`config.mk`:
```
export PLATFORM = sky130hd
export DESIGN_NAME = sercsr_top
export DESIGN_NICKNAME = d
export VERILOG_FILES = /design/src/rtl/sercsr_pkg.sv /design/src/rtl/sercsr_rx.sv /design/src/rtl/sercsr_tx.sv /design/src/rtl/sercsr_irq.sv /design/src/rtl/sercsr_top.sv
export SDC_FILE = /design/constraint.sdc
export NUM_CORES = 1
export LEC_CHECK = 0
export ABC_CLOCK_PERIOD_IN_PS = 2400
export BUFFER_PORTS_ARGS = -buffer_cell sky130_fd_sc_hd__buf_2
export CAP_MARGIN = 40
export CORE_ASPECT_RATIO = 1.2
export CORE_UTILIZATION = 61
export CTS_BUF_LIST = sky130_fd_sc_hd__clkbuf_2
export CTS_CLUSTER_SIZE = 25
export DETAILED_ROUTE_END_ITERATION = 10
export HOLD_SLACK_MARGIN = 0.08
export PLACE_DENSITY_LB_ADDON = 0.12
export SETUP_SLACK_MARGIN = 0.5
export SLEW_MARGIN = 40
export SYNTH_ARGS = -nofsm -noshare
export SYNTH_HDL_FRONTEND = slang
export SYNTH_SLANG_ARGS = --single-unit
```
`constraint.sdc`:
```
create_clock -name clk -period 2.4 [get_ports clk]
set_clock_uncertainty 0.2 [all_clocks]
set_input_delay 0.24 -clock clk [delete_from_list [all_inputs] [get_ports clk]]
set_output_delay 0.24 -clock clk [all_outputs]
set_load 0.1 [all_outputs]
```
`src/rtl/sercsr_pkg.sv`:
```
package sercsr_pkg;

    localparam int REG_W = 16;

    // word indices (byte offset >> 2)
    localparam int W_RXD   = 'h00;
    localparam int W_TXD   = 'h10;
    localparam int W_CTL1  = 'h20;
    localparam int W_CTL2  = 'h21;
    localparam int W_CTL3  = 'h22;
    localparam int W_CTL4  = 'h23;
    localparam int W_QCTL  = 'h24;
    localparam int W_STA1  = 'h25;
    localparam int W_STA2  = 'h26;
    localparam int W_BINC  = 'h29;
    localparam int W_BMOD  = 'h2A;
    localparam int W_BCNT  = 'h2B;
    localparam int W_MSEC  = 'h2C;
    localparam int W_TEST  = 'h2D;

    // status-1 bit positions
    localparam int S1_PARERR = 15;
    localparam int S1_RTSLVL = 14;
    localparam int S1_TXRDY  = 13;
    localparam int S1_RTSCHG = 12;
    localparam int S1_ESCSEQ = 11;
    localparam int S1_FRMBAD = 10;
    localparam int S1_RXRDY  = 9;
    localparam int S1_AGEOUT = 8;
    localparam int S1_DTRCHG = 7;
    localparam int S1_RXSTAT = 6;
    localparam int S1_IRWAKE = 5;
    localparam int S1_ASLEEP = 4;

    // status-2 bit positions; TXDONE and RXDATA share positions with
    // the control-4 enables below, the interrupt mask depends on it
    localparam int S2_AUTOBD = 15;
    localparam int S2_TXEMPT = 14;
    localparam int S2_DTRFLG = 13;
    localparam int S2_IDLEC  = 12;
    localparam int S2_AUTOST = 11;
    localparam int S2_RIDLT  = 10;
    localparam int S2_IRFLG  = 8;
    localparam int S2_WKUP   = 7;
    localparam int S2_CDCHG  = 6;
    localparam int S2_CDLVL  = 5;
    localparam int S2_RTSFLG = 4;
    localparam int S2_TXDONE = 3;
    localparam int S2_BRKDET = 2;
    localparam int S2_OVRRUN = 1;
    localparam int S2_RXDATA = 0;

    // control bit positions
    localparam int C1_TXRDY_EN = 13;
    localparam int C1_RXRDY_EN = 9;
    localparam int C1_TXEMP_EN = 6;
    localparam int C2_RSTN     = 0;
    localparam int C2_TXON     = 2;
    localparam int C4_TXDN_EN  = 3;
    localparam int C4_RXDT_EN  = 0;

    // test/status bit positions
    localparam int T_TXEMPTY = 6;
    localparam int T_RXEMPTY = 5;

    // receive word flags
    localparam int RW_CHARRDY = 15;
    localparam int RW_ERR     = 14;
    localparam int RW_FRM     = 12;
    localparam int RW_BRK     = 11;

    localparam logic [REG_W-1:0] S1_RESET = REG_W'((1 << S1_TXRDY) | (1 << S1_RXSTAT) | (1 << S1_RTSLVL));
    localparam logic [REG_W-1:0] S2_RESET = REG_W'((1 << S2_TXEMPT) | (1 << S2_TXDONE) | (1 << S2_CDLVL));
    localparam logic [REG_W-1:0] S1_W1C = REG_W'((1 << S1_ASLEEP) | (1 << S1_IRWAKE) | (1 << S1_DTRCHG) |
                                                (1 << S1_AGEOUT) | (1 << S1_FRMBAD) | (1 << S1_ESCSEQ) |
                                                (1 << S1_RTSCHG) | (1 << S1_PARERR));
    localparam logic [REG_W-1:0] S2_W1C = REG_W'((1 << S2_AUTOBD) | (1 << S2_DTRFLG) | (1 << S2_IDLEC) |
                                                (1 << S2_AUTOST) | (1 << S2_RIDLT) | (1 << S2_IRFLG) |
                                                (1 << S2_WKUP) | (1 << S2_CDCHG) | (1 << S2_RTSFLG) |
                                                (1 << S2_BRKDET) | (1 << S2_OVRRUN));
    localparam logic [REG_W-1:0] C2_RESET = REG_W'(1 << C2_RSTN);
    localparam logic [REG_W-1:0] C3_RESET = REG_W'('h0700);
    localparam logic [REG_W-1:0] BCNT_RESET = REG_W'(4);
    localparam logic [REG_W-1:0] RXW_RESET = REG_W'(1 << RW_ERR);
    localparam logic [REG_W-1:0] RXW_BREAK = REG_W'((1 << RW_BRK) | (1 << RW_FRM) | (1 << RW_ERR));

    typedef enum logic { RX_EMPTY, RX_FULL } rx_state_t;
    typedef enum logic { TX_IDLE, TX_HOLD } tx_state_t;

endpackage

```
`src/rtl/sercsr_rx.sv`:
```
module sercsr_rx
    import sercsr_pkg::*;
#(
    parameter int CHAR_W = 8
) (
    input  logic              clk,
    input  logic              rst_n,
    input  logic              clr,
    input  logic              in_valid,
    input  logic              in_break,
    input  logic [CHAR_W-1:0] in_data,
    input  logic              take,
    output logic              in_ready,
    output logic              full,
    output logic              brk_acc,
    output logic [REG_W-1:0]  word_o
);

    rx_state_t        state_q, state_d;
    logic [REG_W-1:0] hold_q;
    logic             accept;

    always_comb begin
        state_d = state_q;
        unique case (state_q)
            RX_EMPTY: if (in_valid) state_d = RX_FULL;   // ACCEPT
            RX_FULL:  if (take)     state_d = RX_EMPTY;  // TAKE
        endcase
        if (clr) state_d = RX_EMPTY;                     // WIPE
    end

    always_ff @(posedge clk or negedge rst_n) begin
        if (!rst_n) state_q <= RX_EMPTY;
        else        state_q <= state_d;
    end

    always_comb begin
        in_ready = (state_q == RX_EMPTY);
        full     = (state_q == RX_FULL);
        accept   = in_ready && in_valid && !clr;
        brk_acc  = accept && in_break;
        word_o   = hold_q;
    end

    always_ff @(posedge clk or negedge rst_n) begin
        if (!rst_n)      hold_q <= RXW_RESET;
        else if (clr)    hold_q <= RXW_RESET;
        else if (accept) hold_q <= in_break ? RXW_BREAK : REG_W'(in_data);
    end


    accept_fills_chk: assert property (@(posedge clk) disable iff (!rst_n)
        (in_valid && in_ready && !clr) |=> (full && !in_ready));


    take_empties_chk: assert property (@(posedge clk) disable iff (!rst_n)
        (take && full && !clr) |=> (in_ready && !full));

endmodule

```
`src/rtl/sercsr_tx.sv`:
```
module sercsr_tx
    import sercsr_pkg::*;
#(
    parameter int CHAR_W = 8
) (
    input  logic              clk,
    input  logic              rst_n,
    input  logic              clr,
    input  logic              load,
    input  logic [CHAR_W-1:0] load_byte,
    input  logic              out_ready,
    output logic              out_valid,
    output logic [CHAR_W-1:0] out_data,
    output logic              idle
);

    tx_state_t         state_q, state_d;
    logic [CHAR_W-1:0] data_q;

    always_comb begin
        state_d = state_q;
        unique case (state_q)
            TX_IDLE: if (load)      state_d = TX_HOLD;   // LOAD
            TX_HOLD: if (out_ready) state_d = TX_IDLE;   // SEND
        endcase
        if (clr) state_d = TX_IDLE;                      // WIPE
    end

    always_ff @(posedge clk or negedge rst_n) begin
        if (!rst_n) state_q <= TX_IDLE;
        else        state_q <= state_d;
    end

    always_ff @(posedge clk or negedge rst_n) begin
        if (!rst_n)                            data_q <= '0;
        else if (state_q == TX_IDLE && load)   data_q <= load_byte;
    end

    always_comb begin
        out_valid = (state_q == TX_HOLD);
        idle      = (state_q == TX_IDLE);
        out_data  = data_q;
    end


    hold_stable_chk: assert property (@(posedge clk) disable iff (!rst_n)
        (out_valid && !out_ready && !clr) |=> (out_valid && $stable(out_data)));


    send_release_chk: assert property (@(posedge clk) disable iff (!rst_n)
        (out_valid && out_ready && !clr) |=> (!out_valid && idle));

endmodule

```
`src/rtl/sercsr_irq.sv`:
```
module sercsr_irq
    import sercsr_pkg::*;
(
    input  logic             clk,
    input  logic             rst_n,
    input  logic [REG_W-1:0] sta1,
    input  logic [REG_W-1:0] sta2,
    input  logic [REG_W-1:0] ctl1,
    input  logic [REG_W-1:0] ctl4,
    output logic             irq_o
);

    localparam logic [REG_W-1:0] S1_SRC = REG_W'((1 << S1_TXRDY) | (1 << S1_RXRDY));
    localparam logic [REG_W-1:0] C4_SRC = REG_W'((1 << C4_TXDN_EN) | (1 << C4_RXDT_EN));

    logic [REG_W-1:0] s2_mask;
    logic             want;

    always_comb begin
        s2_mask = ctl4 & C4_SRC;
        if (ctl1[C1_TXEMP_EN]) s2_mask[S2_TXEMPT] = 1'b1;
        want = (|(sta1 & ctl1 & S1_SRC)) || (|(sta2 & s2_mask));
    end

    always_ff @(posedge clk or negedge rst_n) begin
        if (!rst_n) irq_o <= 1'b0;
        else        irq_o <= want;
    end


    quiet_when_off_chk: assert property (@(posedge clk) disable iff (!rst_n)
        (ctl1 == '0 && ctl4 == '0) |=> !irq_o);

endmodule

```
`src/rtl/sercsr_top.sv`:
```
module sercsr_top
    import sercsr_pkg::*;
#(
    parameter int ADDR_W = 12,
    parameter int DATA_W = 32,
    parameter int CHAR_W = 8
) (
    input  logic              clk,
    input  logic              rst_n,
    input  logic              bus_sel,
    input  logic              bus_wr,
    input  logic [ADDR_W-1:0] bus_addr,
    input  logic [DATA_W-1:0] bus_wdata,
    output logic [DATA_W-1:0] bus_rdata,
    input  logic              rx_valid,
    input  logic              rx_break,
    input  logic [CHAR_W-1:0] rx_data,
    output logic              rx_ready,
    output logic              tx_valid,
    output logic [CHAR_W-1:0] tx_data,
    input  logic              tx_ready,
    output logic              irq
);

    localparam int IDX_W = ADDR_W - 2;

    logic [IDX_W-1:0] idx;
    logic [REG_W-1:0] wd;
    logic             wr, rd;
    logic             unused_bus_bits;

    assign idx = bus_addr[ADDR_W-1:2];
    assign wd  = bus_wdata[REG_W-1:0];
    assign wr  = bus_sel && bus_wr;
    assign rd  = bus_sel && !bus_wr;
    assign unused_bus_bits = ^{bus_addr[1:0], bus_wdata[DATA_W-1:REG_W]};

    logic [REG_W-1:0] ctl1_q, ctl2_q, ctl3_q, ctl4_q, qctl_q;
    logic [REG_W-1:0] bmod_q, bcnt_q, msec_q, sta1_q, sta2_q;

    logic wr_ctl1, wr_ctl2, wr_ctl3, wr_ctl4, wr_qctl;
    logic wr_sta1, wr_sta2, wr_binc, wr_bmod, wr_msec, wr_txd;
    logic soft_rst, rx_take;

    always_comb begin
        wr_ctl1 = wr && (idx == IDX_W'(W_CTL1));
        wr_ctl2 = wr && (idx == IDX_W'(W_CTL2));
        wr_ctl3 = wr && (idx == IDX_W'(W_CTL3));
        wr_ctl4 = wr && (idx == IDX_W'(W_CTL4));
        wr_qctl = wr && (idx == IDX_W'(W_QCTL));
        wr_sta1 = wr && (idx == IDX_W'(W_STA1));
        wr_sta2 = wr && (idx == IDX_W'(W_STA2));
        wr_binc = wr && (idx == IDX_W'(W_BINC));
        wr_bmod = wr && (idx == IDX_W'(W_BMOD));
        wr_msec = wr && (idx == IDX_W'(W_MSEC));
        wr_txd  = wr && (idx == IDX_W'(W_TXD));
        soft_rst = wr_ctl2 && !wd[C2_RSTN];
        rx_take  = rd && (idx == IDX_W'(W_RXD));
    end

    logic             rx_full, rx_brk;
    logic [REG_W-1:0] rx_word;
    logic             tx_idle;

    sercsr_rx #(.CHAR_W(CHAR_W)) rx_i (
        .clk      (clk),
        .rst_n    (rst_n),
        .clr      (soft_rst),
        .in_valid (rx_valid),
        .in_break (rx_break),
        .in_data  (rx_data),
        .take     (rx_take),
        .in_ready (rx_ready),
        .full     (rx_full),
        .brk_acc  (rx_brk),
        .word_o   (rx_word)
    );

    sercsr_tx #(.CHAR_W(CHAR_W)) tx_i (
        .clk       (clk),
        .rst_n     (rst_n),
        .clr       (soft_rst),
        .load      (wr_txd && ctl2_q[C2_TXON]),
        .load_byte (wd[CHAR_W-1:0]),
        .out_ready (tx_ready),
        .out_valid (tx_valid),
        .out_data  (tx_data),
        .idle      (tx_idle)
    );

    always_ff @(posedge clk or negedge rst_n) begin
        if (!rst_n) begin
            ctl1_q <= '0;       ctl2_q <= C2_RESET;   ctl3_q <= C3_RESET;
            ctl4_q <= '0;       qctl_q <= '0;         bmod_q <= '0;
            bcnt_q <= BCNT_RESET; msec_q <= '0;
            sta1_q <= S1_RESET; sta2_q <= S2_RESET;
        end else if (soft_rst) begin
            ctl1_q <= '0;       ctl2_q <= wd | C2_RESET; ctl3_q <= C3_RESET;
            ctl4_q <= '0;       qctl_q <= '0;         bmod_q <= '0;
            bcnt_q <= BCNT_RESET; msec_q <= '0;
            sta1_q <= S1_RESET; sta2_q <= S2_RESET;
        end else begin
            if (wr_ctl1) ctl1_q <= wd;
            if (wr_ctl2) ctl2_q <= wd;
            if (wr_ctl3) ctl3_q <= wd;
            if (wr_ctl4) ctl4_q <= wd;
            if (wr_qctl) qctl_q <= wd;
            if (wr_bmod) bmod_q <= wd;
            if (wr_binc) bcnt_q <= wd;
            if (wr_msec) msec_q <= wd;
            if (wr_sta1) sta1_q <= sta1_q & ~(wd & S1_W1C);
            if (wr_sta2 || rx_brk) begin
                sta2_q <= (sta2_q & ~(wr_sta2 ? (wd & S2_W1C) : '0))
                        | (rx_brk ? REG_W'(1 << S2_BRKDET) : '0);
            end
        end
    end

    logic [REG_W-1:0] sta1_v, sta2_v, test_v, rxd_v;

    always_comb begin
        sta1_v = sta1_q;
        sta1_v[S1_TXRDY] = tx_idle;
        sta1_v[S1_RXRDY] = rx_full;
        sta2_v = sta2_q;
        sta2_v[S2_TXDONE] = tx_idle;
        sta2_v[S2_RXDATA] = rx_full;
        test_v = '0;
        test_v[T_TXEMPTY] = 1'b1;
        test_v[T_RXEMPTY] = !rx_full;
        rxd_v = rx_word;
        if (rx_full) rxd_v[RW_CHARRDY] = 1'b1;
    end

    logic [REG_W-1:0] rsel;

    always_comb begin
        rsel = '0;
        if (rd) begin
            unique case (idx)
                IDX_W'(W_RXD):  rsel = rxd_v;
                IDX_W'(W_CTL1): rsel = ctl1_q;
                IDX_W'(W_CTL2): rsel = ctl2_q;
                IDX_W'(W_CTL3): rsel = ctl3_q;
                IDX_W'(W_CTL4): rsel = ctl4_q;
                IDX_W'(W_QCTL): rsel = qctl_q;
                IDX_W'(W_STA1): rsel = sta1_v;
                IDX_W'(W_STA2): rsel = sta2_v;
                IDX_W'(W_BINC): rsel = '0;
                IDX_W'(W_BMOD): rsel = bmod_q;
                IDX_W'(W_BCNT): rsel = bcnt_q;
                IDX_W'(W_MSEC): rsel = msec_q;
                IDX_W'(W_TEST): rsel = test_v;
                default:        rsel = '0;
            endcase
        end
        bus_rdata = DATA_W'(rsel);
    end

    sercsr_irq irq_i (
        .clk   (clk),
        .rst_n (rst_n),
        .sta1  (sta1_v),
        .sta2  (sta2_v),
        .ctl1  (ctl1_q),
        .ctl4  (ctl4_q),
        .irq_o (irq)
    );


    soft_reset_chk: assert property (@(posedge clk) disable iff (!rst_n)
        soft_rst |=> (ctl2_q[C2_RSTN] && rx_ready && !tx_valid && ctl3_q == C3_RESET));


    sta1_keep_chk: assert property (@(posedge clk) disable iff (!rst_n)
        (wr_sta1 && !soft_rst) |=> ((sta1_q & ~S1_W1C) == ($past(sta1_q) & ~S1_W1C)));

endmodule

```
==> reports/results.md <==
| Result | Reported |
| --- | --- |
| Post-detailed-route count of antenna-violating nets | 0 |
| Register area | 4270 um^2 |
| CTS HTree Levels | 4 |
| Post-synthesis cell type count | 55 |
| Final count of pins violating max slew | 0 |
| Final global-route overflow total | 0 |
| Global-route wire length before repair | 48.0 mm |
| Synthesized netlist cell count | 936 |
| CTS tree | built |
| Cell at the root of the clock tree | clkbuf_2 |
| Setup Total Neg Slack | -4.67 ns |
| Hold Fails Final Rpt | 0 |
| Switching part of the total | 0.308 |
| Areal power density over the cells | 436 nW/um^2 |
| Most used flip-flop cell after synthesis | dfrtp_1 |
| # clock sinks | 170 |
| Required time of the critical path | 1.96 ns |
| Place WS | -0.111 ns |
| Maximum fanout count along the critical path | 2 |
| Drt drc | 0 |
| Maxcap violations | 0 |
| Peak supply drop | 0.000467 V |
| Share of layout cells above drive strength 1 | 0.362 |
| Clock Pin Slew Worst Setup and Hold Paths | 0.27 ns |
| Average cell area after synthesis | 9.12 um^2 |
| CP Capture Type | primary output |
| Int Power | 3.54 mW |
| Share of power burned in registers | 0.575 |
| Placer congestion estimate | 0.992 |
| Num CTS Buffers | 17 |
| Setup-violating endpoint count in the final report | 16 |
| Relative slew slack | 0.575 |
| Run status | complete, but fails checks |
| Arrival time reported for the critical path endpoint | 2.42 ns |
| Leak | 4.98 nW |
| Via count of the first global-routing pass | 8724 |
| Die Span Y | 132 um |
| Area taken by multi-input logic gates | 4590 um^2 |
| Commonest non-fill, non-tap cell in the layout | nand2_1 |
| Worst hold path class | primary input to flip-flop |
| Share of synthesized flip-flops with an asynchronous set or reset | 1.00 |
| WL/cell | 25.0 um |
| Maximum clock path buffer count | 2 |
| Final cell count without fillers | 1305 |
| Combinational share of power | 0.122 |
| Number of filler instances in the final layout | 712 |
| Initial detailed-routing violation count | 1043 |
| I/O Buffers | 67 |
| Total Routed Length | 32.7 mm |
| Clk network pwr share | 0.303 |
| Setup Crit Path Kind | flip-flop to primary output |
| EDFF count, synth | 0 |
| Standard-cell rows | 47 |
| DP Wirelength | 20.9 mm |
| Total global-route track usage | 0.456 |
| Number of iterations in the first detailed-routing pass | 6 |
| Maximum number of pins on one net before global-route repair | 60 |
| Cell count after placement | 1202 |
| Count of yosys warnings during synthesis | 0 |
| Worst setup slack after layout | -0.463 ns |
| Count of vias placed by the detailed router | 8689 |
| Die ar. | 14500 um^2 |
| Post-synthesis sequential area ratio | 0.499 |
| Number of antenna violations at the first check in global routing | 1 |
| Net count of the finished layout | 1179 |
| I/O pin cnt | 102 |
| Clock latency reported for the late side of the worst-skew pair | 0.81 ns |
| Detail-routed via count per cell | 6.66 |
| Die extent in x | 110 um |
| Post-route clock period utilization | 1.19 |
| Area of the core | 13700 um^2 |
| Actual slew at the worst max-slew pin | 0.637 ns |
| Category of the worst setup path launch point | flip-flop |
| Post-Synthesis Cell Area | 8540 um^2 |
| Time the worst path needs with I/O delays and setup | 2.86 ns |
| Final standard cell area without fillers | 11700 um^2 |
| Area added between synthesis and finish | 37.3% |
| Post-synthesis sequential element count | 170 |
| Minimum hold slack | 0.108 ns |
| Switch Pwr | 1.58 mW |
| Violated checks | negative setup slack |
| Starting density of the core | 0.623 |
| RSZ-0062 raised after global routing | yes |
| Instance area after placement | 10400 um^2 |
| Highest-count cells in the layout ignoring fill and taps | nand2_1, dfrtp_1, buf_4 |
| Peak clock frequency supported by timing | 0.349 GHz |
==> synth_stat cells (4+ instances only) <==
library cell,number,area share
mux2i_1,32,0.038
dfrtp_1,162,0.47
and4_1,4,0.0041
nand2_1,255,0.11
nor3_2,6,0.0070
mux2_2,30,0.040
a221oi_1,13,0.013
o21ai_0,7,0.0041
a21oi_2,10,0.010
nor2b_1,5,0.0037
dfstp_2,8,0.025
nand3_1,15,0.0088
nor2_1,49,0.022
buf_4,22,0.019
nand2b_1,7,0.0051
buf_6,10,0.013
a31oi_1,15,0.011
nand4_1,4,0.0029
and3_1,13,0.0095
a22oi_1,13,0.011
buf_1,5,0.0022
o22ai_1,7,0.0051
clkbuf_1,34,0.015
nor3b_1,8,0.0070
a21oi_1,134,0.079
o22a_1,8,0.0082
and2_1,4,0.0029
buf_2,19,0.011
==> registers in the layout (all words and copies together), names as in the netlist, 8 cells and up <==
name           count
tx_i.out_data      8
sta2_q            12
qctl_q            16
msec_q            16
ctl2_q            16
bcnt_q            16
ctl1_q            16
ctl4_q            16
rx_i.word_o       10
sta1_q             9
bmod_q            16
ctl3_q            16
==> final timing paths <==
path	depth (start not counted)	startpoint	endpoint	slack (ns)
max in group asynchronous	4	rst_n	bcnt_q[2]	0.91
max	7	ctl2_q[9]	bus_rdata[9]	-0.46
min	4	bus_wdata[5]	bcnt_q[5]	0.11
max reg2reg	4	tx_i.out_valid	tx_i.out_data[1]	0.67
min in group asynchronous	3	rst_n	tx_i.out_data[3]	0.26
min reg2reg	2	sta2_q[15]	sta2_q[15]	0.32
==> cell families (layout without fill, tap and decap cells) <==
logic type             count (synthesis)  in the layout  synth area share
AND/OR/NAND/NOR                      387            387             0.204
other                                  1             17          0.000439
flip-flops                           170            170             0.499
buffers and inverters                 94            276            0.0627
multiplexers                          62             62            0.0771
AO/OA/AOI/OAI                        222            222             0.157
==> cell type report <==
cell class	count	share of cell area
multi-input cells	687	0.391
flip-flops and latches	170	0.364
repair buffers	241	0.206
well taps	171	0.0182
clock inverters	13	0.0115
clock buffers	19	0.00811
inverters	3	0.00128
diodes	1	0.000213
==> timing repair <==
item | in CTS | in global routing
endpoints found under the setup margin | 27 | 44
hold buffers | 53 | 1
setup buffers | 4 | 12
hold endpoints to repair | 338 | 1
pin swaps | 4 | 10
cloned | 0 | 0
resized for setup | 60 | 40
==> per-layer routing <==
layer,wire length (um),part of all wire,up-vias,global-route usage
met4,2650,0.081,0,0.330
met3,3510,0.11,216,0.109
met1,11400,0.35,4197,0.556
li1,-,-,3577,-
met5,0,0,-,0
met2,15100,0.46,699,0.697
==> critical path: stages (launching register included) <==
cell and delay [ns]:
dfrtp_1 0.44, mux2_4 0.29, a22oi_2 0.16, nor2_1 0.06
a221oi_1 0.22, buf_4 0.17, a31oi_4 0.09, buf_12 0.19
==> per-stage QoR <==
stage | power, mW | util
after CTS | 5.05 | 0.833
after global routing | 5.23 | 0.856
after floorplan | 3.29 | -
after detailed placement | 3.50 | 0.758
after global placement | 3.48 | 0.758
final | 5.12 | 0.856
==> power by group through the flow <==
stage	Clock, mW	Combinational (mW)	Sequential (mW)
floorplan	0	0.311	2.98
global placement	0	0.501	2.98
detailed placement	0	0.513	2.98
CTS	1.52	0.586	2.94
global route	1.63	0.650	2.95
finish	1.55	0.623	2.94
Note: power is estimated with default switching activity, not from simulation.
